===== config.mk =====
export PLATFORM = sky130hd
export DESIGN_NAME = dtrace_filter
export DESIGN_NICKNAME = d
export VERILOG_FILES = /design/src/rtl/dtrace_pkg.sv /design/src/rtl/dtrace_regs.sv /design/src/rtl/dtrace_chan.sv /design/src/rtl/dtrace_filter.sv
export SDC_FILE = /design/constraint.sdc
export NUM_CORES = 1
export LEC_CHECK = 0
export BUFFER_PORTS_ARGS = -buffer_cell sky130_fd_sc_hd__buf_2
export CAP_MARGIN = 0
export CORE_UTILIZATION = 50
export CTS_CLUSTER_DIAMETER = 30
export DETAILED_ROUTE_END_ITERATION = 7
export PLACE_DENSITY = 0.73
export SLEW_MARGIN = 30
export SYNTH_ARGS = -nofsm -noshare
export SYNTH_HDL_FRONTEND = slang
export SYNTH_SLANG_ARGS = --single-unit

===== constraint.sdc =====
create_clock -name clk -period 2.6 [get_ports clk]
set_input_delay 0.26 -clock clk [delete_from_list [all_inputs] [get_ports clk]]
set_output_delay 0.26 -clock clk [all_outputs]
set_load 0.02 [all_outputs]

===== src/rtl/dtrace_pkg.sv =====
package dtrace_pkg;

  // Direction enable of one channel: upper bit writes, lower bit reads.
  typedef struct packed {
    logic wr;
    logic rd;
  } rw_en_t;

  localparam int unsigned RA_W = 3;
  localparam logic [RA_W-1:0] RA_CTRL = '0;

  // Register address of the lower bound of channel n; the upper bound follows it.
  function automatic logic [RA_W-1:0] ra_lo(input int n);
    return RA_W'(2 * n + 1);
  endfunction

  function automatic logic [RA_W-1:0] ra_hi(input int n);
    return RA_W'(2 * n + 2);
  endfunction

endpackage


===== src/rtl/dtrace_regs.sv =====
module dtrace_regs
  import dtrace_pkg::*;
#(
  parameter int AW  = 32,
  parameter int NCH = 2
) (
  input  logic                    clk,
  input  logic                    rst_n,
  input  logic                    reg_wr,
  input  logic [RA_W-1:0]         reg_addr,
  input  logic [AW-1:0]           reg_wdata,
  output logic [AW-1:0]           reg_rdata,
  output logic [NCH-1:0][AW-1:0]  lo_o,
  output logic [NCH-1:0][AW-1:0]  hi_o,
  output rw_en_t [NCH-1:0]        en_o,
  output logic [NCH-1:0]          wp_o
);

  // Only the live control bits are stored; reserved bits have no flops.
  localparam int RSV_HI = AW - 2 * NCH - 1;
  localparam int RSV_LO = NCH;

  logic [NCH-1:0][AW-1:0] lo_q, hi_q;
  rw_en_t [NCH-1:0]       en_q;
  logic [NCH-1:0]         wp_q;

  always_ff @(posedge clk or negedge rst_n) begin
    if (!rst_n) begin
      lo_q <= '0;
      hi_q <= '0;
      en_q <= '0;
      wp_q <= '0;
    end else if (reg_wr) begin
      for (int n = 0; n < NCH; n++) begin
        if (reg_addr == RA_CTRL) begin
          en_q[n] <= rw_en_t'(reg_wdata[AW-1-2*n -: 2]);
          wp_q[n] <= reg_wdata[n];
        end
        if (reg_addr == ra_lo(n)) lo_q[n] <= reg_wdata;
        if (reg_addr == ra_hi(n)) hi_q[n] <= reg_wdata;
      end
    end
  end

  always_comb begin
    reg_rdata = '0;
    for (int n = 0; n < NCH; n++) begin
      if (reg_addr == RA_CTRL) begin
        reg_rdata[AW-1-2*n -: 2] = en_q[n];
        reg_rdata[n]             = wp_q[n];
      end
      if (reg_addr == ra_lo(n)) reg_rdata = lo_q[n];
      if (reg_addr == ra_hi(n)) reg_rdata = hi_q[n];
    end
  end

  assign lo_o = lo_q;
  assign hi_o = hi_q;
  assign en_o = en_q;
  assign wp_o = wp_q;

  // reserved control bits never read back as one.
  a_r9_reserved_zero: assert property (@(posedge clk) disable iff (!rst_n)
    (reg_addr == RA_CTRL) |-> (reg_rdata[RSV_HI:RSV_LO] == '0));

  for (genvar g = 0; g < NCH; g++) begin : g_chk
    // a written bound is held exactly.
    a_r1_lo_written: assert property (@(posedge clk) disable iff (!rst_n)
      (reg_wr && reg_addr == ra_lo(g)) |=> (lo_o[g] == $past(reg_wdata)));
    a_r1_hi_written: assert property (@(posedge clk) disable iff (!rst_n)
      (reg_wr && reg_addr == ra_hi(g)) |=> (hi_o[g] == $past(reg_wdata)));
  end

endmodule


===== src/rtl/dtrace_chan.sv =====
module dtrace_chan
  import dtrace_pkg::*;
#(
  parameter int AW = 32
) (
  input  logic          clk,
  input  logic          rst_n,
  input  logic          acc_valid,
  input  logic [AW-1:0] acc_addr,
  input  logic          acc_write,
  input  logic [AW-1:0] lo,
  input  logic [AW-1:0] hi,
  input  rw_en_t        en,
  input  logic          wp,
  output logic          hit_o,
  output logic          wpt_o
);

  logic above_lo, below_hi, dir_ok, take;

  // Two independent unsigned compares; an inverted window fails one of them.
  assign above_lo = (acc_addr >= lo);
  assign below_hi = (acc_addr <= hi);
  assign dir_ok   = acc_write ? en.wr : en.rd;
  assign take     = acc_valid && above_lo && below_hi && dir_ok;

  always_ff @(posedge clk or negedge rst_n) begin
    if (!rst_n) begin
      hit_o <= 1'b0;
      wpt_o <= 1'b0;
    end else begin
      hit_o <= take;
      wpt_o <= take && wp;
    end
  end

  // no output one cycle after an idle strobe.
  a_r8_idle_quiet: assert property (@(posedge clk) disable iff (!rst_n)
    !acc_valid |=> (!hit_o && !wpt_o));

  // an address outside the window never matches.
  a_r2_outside_window: assert property (@(posedge clk) disable iff (!rst_n)
    (acc_valid && (acc_addr < lo || acc_addr > hi)) |=> !hit_o);

  // an inverted window never matches.
  a_r4_inverted_window: assert property (@(posedge clk) disable iff (!rst_n)
    (lo > hi) |=> !hit_o);

  // a read needs the read enable.
  a_r5_read_gated: assert property (@(posedge clk) disable iff (!rst_n)
    (acc_valid && !acc_write && !en.rd) |=> !hit_o);

  // a write needs the write enable.
  a_r6_write_gated: assert property (@(posedge clk) disable iff (!rst_n)
    (acc_valid && acc_write && !en.wr) |=> !hit_o);

  // a watchpoint pulse only accompanies a match with the flag set.
  a_r7_wpt_needs_hit: assert property (@(posedge clk) disable iff (!rst_n)
    wpt_o |-> hit_o);
  a_r7_wpt_flag_clear: assert property (@(posedge clk) disable iff (!rst_n)
    !wp |=> !wpt_o);

endmodule


===== src/rtl/dtrace_filter.sv =====
module dtrace_filter
  import dtrace_pkg::*;
#(
  parameter int AW  = 32,
  parameter int NCH = 2
) (
  input  logic            clk,
  input  logic            rst_n,
  input  logic            reg_wr,
  input  logic [RA_W-1:0] reg_addr,
  input  logic [AW-1:0]   reg_wdata,
  output logic [AW-1:0]   reg_rdata,
  input  logic            acc_valid,
  input  logic [AW-1:0]   acc_addr,
  input  logic            acc_write,
  output logic [NCH-1:0]  hit,
  output logic [NCH-1:0]  wpt
);

  logic [NCH-1:0][AW-1:0] lo, hi;
  rw_en_t [NCH-1:0]       en;
  logic [NCH-1:0]         wp;

  dtrace_regs #(.AW(AW), .NCH(NCH)) u_regs (
    .clk       (clk),
    .rst_n     (rst_n),
    .reg_wr    (reg_wr),
    .reg_addr  (reg_addr),
    .reg_wdata (reg_wdata),
    .reg_rdata (reg_rdata),
    .lo_o      (lo),
    .hi_o      (hi),
    .en_o      (en),
    .wp_o      (wp)
  );

  for (genvar g = 0; g < NCH; g++) begin : g_chan
    dtrace_chan #(.AW(AW)) u_chan (
      .clk       (clk),
      .rst_n     (rst_n),
      .acc_valid (acc_valid),
      .acc_addr  (acc_addr),
      .acc_write (acc_write),
      .lo        (lo[g]),
      .hi        (hi[g]),
      .en        (en[g]),
      .wp        (wp[g]),
      .hit_o     (hit[g]),
      .wpt_o     (wpt[g])
    );
  end

endmodule


==> flow_metrics.tcl, run 1 <==
set metrics [dict create \
    die_area_um2 18720 \
    avgSynthCellArea_um2 9.243 \
    synth_warnings 0 \
    diodes 0 \
    hold_path_class "primary input to register" \
    cts_tree "done" \
    fp-row-count 48 \
    seqCellArea_um2 3453 \
    max-slew-margin-rel_pct 56.14 \
    syn_area_um2 9086 \
    reg2reg_slack_ns 0.20 \
    cts.sinks 138 \
    layout_common_cells "138 x dfrtp_1, 133 x inv_1, 128 x ha_1, 124 x nand2_1, 116 x o21ai_0" \
    clkLatencyLatePin_ns 0.43 \
    status "completed" \
    ys_seq_area_share_pct 38.01 \
    skew_ns 0.01048 \
    r2r_start "u_regs.lo_o[0]" \
    rr_worst_depth 7 \
    rsz0062_at_grt "no" \
    grt_pass1_wl_um 39570 \
    wl_um 24550 \
    required_ns 2.91 \
    cts_resized 0 \
    startpoint_type "register" \
    initial_core_util_pct 51.81 \
    min_from "reg_wdata[7]" \
    clockBufferDepth 2 \
    layout_commonest_cell "dfrtp_1" \
    worstReg2RegEnd "g_chan[0].u_chan.wpt_o" \
    cts_made_buffers 17 \
    htree_levels 4 \
    synth_top_cell_by_area "dfrtp_1" \
    routed_via_density 5.860 \
    ant_nets 0 \
    synth-edff-count 0 \
    drive_above_1_share_pct 19.51 \
    critPathSlowestCell "a2111o_1" \
    ir_worst_vdd_uv 528.9 \
    hold_viol 0 \
    wl_per_cell_um 18.64 \
    pin_count 108 \
    die_height_um 136.8 \
    synth-main-ff-cell "dfrtp_1" \
    syn_nets 1183 \
    drtIter0Drc 741 \
    dpl.hpwl_um 17860 \
    antenna_found_initial 0 \
    cts_setup_buffers 0 \
    fin_crit_sh_pct 92.48 \
    globalRouteTotalUtil_pct 28.07 \
    core_area_um2 17540 \
    synth-seq-cells 138 \
    synthToLayoutAreaGrowth_pct 16.97 \
    critPathTopFamily "compound AO/OA/AOI/OAI gates" \
    num-fill-cells 1521 \
    synthArstFlopShare_pct 100.0 \
    synth.area.top_cells "dfrtp_1 38%, ha_1 18%, o21ai_0 6.4%, inv_1 5.5%, mux2_2 5.3%" \
    vias 7717 \
    p_leak_uw 0.005172 \
    arrival_ns 2.72 \
    grt_max_degree 65 \
    setup_viol_count_final 0 \
    min_period_ns 2.405 \
    crit_type "register to register" \
    nets 1279 \
    finalSetupTns_ns 0 \
    gr-total-overflow 0 \
    drc_errors 0 \
    yosysTopAreaCellShare_pct 38.01 \
    grt_pass1_vias 7585 \
    ctsHoldBuffers 1 \
    total_power_uw 7997 \
    cp_num_buf_inv 0 \
    cap_violations 0 \
    tightest_slew_ns 0.6579 \
    syn-instance-count 983 \
    fmax_ghz 0.4159 \
    multi_input_area_um2 4956 \
    die_x_um 136.8 \
    endpoint_kind "register" \
    yosysUniqueCellTypes 48 \
    drv_slew 0 \
    gp_congestion 0.8843 \
    cp_cell_sequence "ha_1, nand2b_4, a2111oi_4, o311ai_1, a2111o_1, a221oi_2, and3b_1" \
    clockRootBuffer "clkbuf_16" \
    drt-pass1-iter-count 5 \
    cp_slowest_stage_delay_ns 0.47 \
    hold_depth 3 \
    crit_fanout 3 \
    port_buffers 107 \
    cts.clk_slew.worst_paths_ns 0.06 \
    hold_end "u_regs.lo_o[7]" \
    p_per_area_nw_per_um2 752.4 \
]
[synth_stat cells (7+ instances only)]
library cell / number
o21ai_0: 116
nand2_1: 124
buf_2: 8
nor2_1: 10
nand2b_1: 7
mux2i_1: 26
nor4_1: 7
clkbuf_1: 30
dfrtp_1: 138
mux2_2: 43
a22oi_1: 26
inv_1: 133
a21oi_1: 57
nand3_1: 17
ha_1: 128
o22ai_1: 26
nand4_1: 23
[logic make-up (layout without fill, tap and decap cells)]
group	after synthesis	in the layout	synth area share (%)
adders and majority gates	128	128	17.63
and+or+nand+nor	209	209	10.62
muxes	75	75	9.680
AOI/OAI and AO/OA	254	254	16.40
DFF	138	138	38.01
buffers and inverters	179	288	7.670
[flip-flops by register name (all words and copies together) (netlist names)]
name and cells:
u_regs.wp_o 2, g_chan.u_chan.wpt_o 2, u_regs.hi_o 64, u_regs.lo_o 64, g_chan.u_chan.hit_o 2, u_regs.en_o 4
[worst min-delay path, cell delays in order]
cell and delay, ns:
buf_2 0.11, nand2_1 0.04, o21ai_0 0.06
[metal layers]
| layer | share of wire (%) | track usage [%] | vias to the layer above |
|---|---|---|---|
| met4 | 2.1 | 10.38 | 0 |
| met3 | 6.7 | 5.593 | 43 |
| met1 | 45 | 38.57 | 3755 |
| met5 | 0 | 0 | - |
| met2 | 46 | 43.85 | 272 |
| li1 | - | - | 3647 |
[cell type report]
type	instances	share of cell area, %
clock buffers	17	4.003
clock inverters	15	2.331
inverters	133	4.697
multi-input cells	666	46.63
flip-flops and latches	138	32.49
well taps	225	2.649
repair buffers	123	7.193
[worst max-delay path by stage]
stage                               from                      to  slack, ns  cells past startpoint
after floorplan           u_regs.lo_o[0]  g_chan[0].u_chan.wpt_o       0.42                      7
after global placement       acc_addr[0]  g_chan[0].u_chan.wpt_o       0.26                      9
after detailed placement     acc_addr[0]  g_chan[0].u_chan.wpt_o       0.19                      9
after CTS                 u_regs.lo_o[0]  g_chan[0].u_chan.wpt_o       0.20                      7
after global routing      u_regs.lo_o[0]  g_chan[0].u_chan.wpt_o       0.07                      7
final                     u_regs.lo_o[0]  g_chan[0].u_chan.wpt_o       0.20                      7
[metrics by stage]
step	hold slack, ns	std cells	utilization, %	instance area [um^2]	setup slack [ns]
after floorplan	-0.03559	983	-	9086	0.4172
after global placement	0.2985	1284	56.71	9945	0.2632
after detailed placement	0.3015	1284	56.71	9945	0.1932
after CTS	0.07869	1317	60.60	10630	0.2034
after global routing	0.09065	1317	60.60	10630	0.07464
final	0.08440	1317	60.60	10630	0.1954
[report_power, final]
group	internal (uW)	switching [uW]
combinational	989	1350
sequential	2600	276
clock	1800	986
total	5390	2610
Note: power is estimated with default switching activity, not from simulation.
==> run 2: changes to the inputs <==
--- a/config.mk
+++ b/config.mk
@@ -11,6 +11,7 @@
 export CTS_CLUSTER_DIAMETER = 30
 export DETAILED_ROUTE_END_ITERATION = 7
 export PLACE_DENSITY = 0.73
+export SETUP_SLACK_MARGIN = 0.3
 export SLEW_MARGIN = 30
 export SYNTH_ARGS = -nofsm -noshare
 export SYNTH_HDL_FRONTEND = slang
==> run 2 against run 1 <==
  * Die area is the same
  * Combinational power is essentially flat
  * Register-to-register slack gained 0.09 ns
  * Highest routed layer unchanged
  * Worst setup slack gained 0.090 ns
  * Maximum frequency grew 3.9%
  * Final cell count is essentially flat
  * Clock skew shrank 0.0015 ns
  * Wire length grew 0.11%
  * Critical path depth is the same
  * Global-route usage is the same
  * Worst hold slack lost 0.0017 ns
  * Critical path type unchanged
==> flow_metrics.tcl, run 2 (synthesized netlist as in run 1, its figures left out) <==
set metrics [dict create \
    status "completed" \
    min_period_ns 2.314 \
    fin_crit_sh_pct 89.02 \
    core_area_um2 17540 \
    p_per_area_nw_per_um2 751.8 \
    die_height_um 136.8 \
    required_ns 2.91 \
    nets 1280 \
    wl_um 24580 \
    globalRouteTotalUtil_pct 28.07 \
    pin_count 108 \
    clockRootBuffer "clkbuf_16" \
    total_power_uw 8018 \
    min_from "reg_wdata[7]" \
    dpl.hpwl_um 17860 \
    drive_above_1_share_pct 19.85 \
    port_buffers 107 \
    gr-total-overflow 0 \
    die_area_um2 18720 \
    routed_via_density 5.851 \
    fp-row-count 48 \
    multi_input_area_um2 4986 \
    initial_core_util_pct 51.81 \
    vias 7712 \
    antenna_found_initial 0 \
    hold_path_class "primary input to register" \
    hold_viol 0 \
    cap_violations 0 \
    finalSetupTns_ns 0 \
    grt_pass1_vias 7580 \
    grt_pass1_wl_um 39560 \
    fmax_ghz 0.4321 \
    cts_tree "done" \
    die_x_um 136.8 \
    layout_commonest_cell "dfrtp_1" \
    seqCellArea_um2 3453 \
    pre_cts_ws_ns 0.1932 \
    crit_type "register to register" \
    setup_viol_count_final 0 \
    drv_slew 0 \
    p_leak_uw 0.005187 \
    max-slew-margin-rel_pct 56.08 \
    arrival_ns 2.63 \
    grt_max_degree 65 \
    crit_start "u_regs.lo_o[0]" \
    final_cells 1318 \
    rsz0062_at_grt "yes" \
    synthToLayoutAreaGrowth_pct 17.38 \
    r2r_start "u_regs.lo_o[0]" \
    clockBufferDepth 2 \
    htree_levels 4 \
    cts_made_buffers 17 \
    ir_worst_vdd_uv 532.2 \
    startpoint_type "register" \
    utilization_pct 60.82 \
    crit_fanout 3 \
    layout_common_cells "138 x dfrtp_1, 133 x inv_1, 128 x ha_1, 124 x nand2_1, 116 x o21ai_0" \
    skew_ns 0.008991 \
    diodes 0 \
    ant_nets 0 \
    drc_errors 0 \
    num-fill-cells 1514 \
    drt-pass1-iter-count 5 \
    cts.clk_slew.worst_paths_ns 0.06 \
    dpl.cell_count 1284 \
    gp_congestion 0.8843 \
    setup_ws_ns 0.2856 \
    drtIter0Drc 707 \
    tightest_slew_ns 0.6588 \
    clkLatencyLatePin_ns 0.43 \
    endpoint_kind "register" \
    wl_per_cell_um 18.65 \
    cts.sinks 138 \
]
[run 2: final cells by class]
type                    count  area share [%]
flip-flops and latches    138           32.38
well taps                 225           2.640
clock inverters            15           2.323
repair buffers            124           7.238
clock buffers              17           3.989
inverters                 133           4.681
multi-input cells         666           46.75
[run 2: what timing repair did]
action	in CTS	in global routing
pin swaps	3	5
endpoints found under the setup margin	1	4
hold buffers	1	0
gates resized for setup	1	4
buffers inserted	0	1
endpoints found under the hold margin	62	0
cloned	0	0
[run 2: worst paths after layout]
path / endpoint / slack [ns] / depth (start not counted)
setup reg to reg: g_chan[0].u_chan.wpt_o / 0.29 / 7
hold reg to reg: u_regs.lo_o[62] / 0.54 / 1
max in group asynchronous: u_regs.en_o[3] / 1.55 / 3
setup / recovery: g_chan[0].u_chan.wpt_o / 0.29 / 7
hold / removal: u_regs.lo_o[7] / 0.08 / 3
min in group asynchronous: u_regs.lo_o[44] / 0.37 / 2
[run 2: worst max-delay path, stage by stage, from the launching register on]
cell       delay [ns]
dfrtp_1          0.39
ha_1             0.29
nand2b_4         0.15
a2111oi_4        0.35
o311ai_2         0.15
a2111o_1         0.42
a221oi_2         0.25
and3b_1          0.20
[run 2: report_power, final]
group          internal, uW  total, uW  switching [uW]
registers              2600       2870             276
clock network          1800       2790             986
logic                   996       2360            1360
total                  5390       8020            2620
[run 2: through the flow]
| stage | hold WS [ns] | cell area (um^2) |
|---|---|---|
| after CTS | 0.07869 | 10640 |
| final | 0.08271 | 10670 |
| after detailed placement | 0.3015 | 9945 |
| after global routing | 0.09065 | 10670 |
| after global placement | 0.2985 | 9945 |
| after floorplan | -0.03559 | 9086 |
[run 2: metal layers]
metal / wire length (um) / vias to the layer above / share of wire, % / track usage [%]
met3: 1631 / 49 / 6.6 / 5.593
li1: - / 3652 / - / -
met5: 0 / - / 0 / 0
met2: 11370 / 270 / 46 / 43.88
met4: 568 / 0 / 2.3 / 10.32
met1: 11000 / 3741 / 45 / 38.57
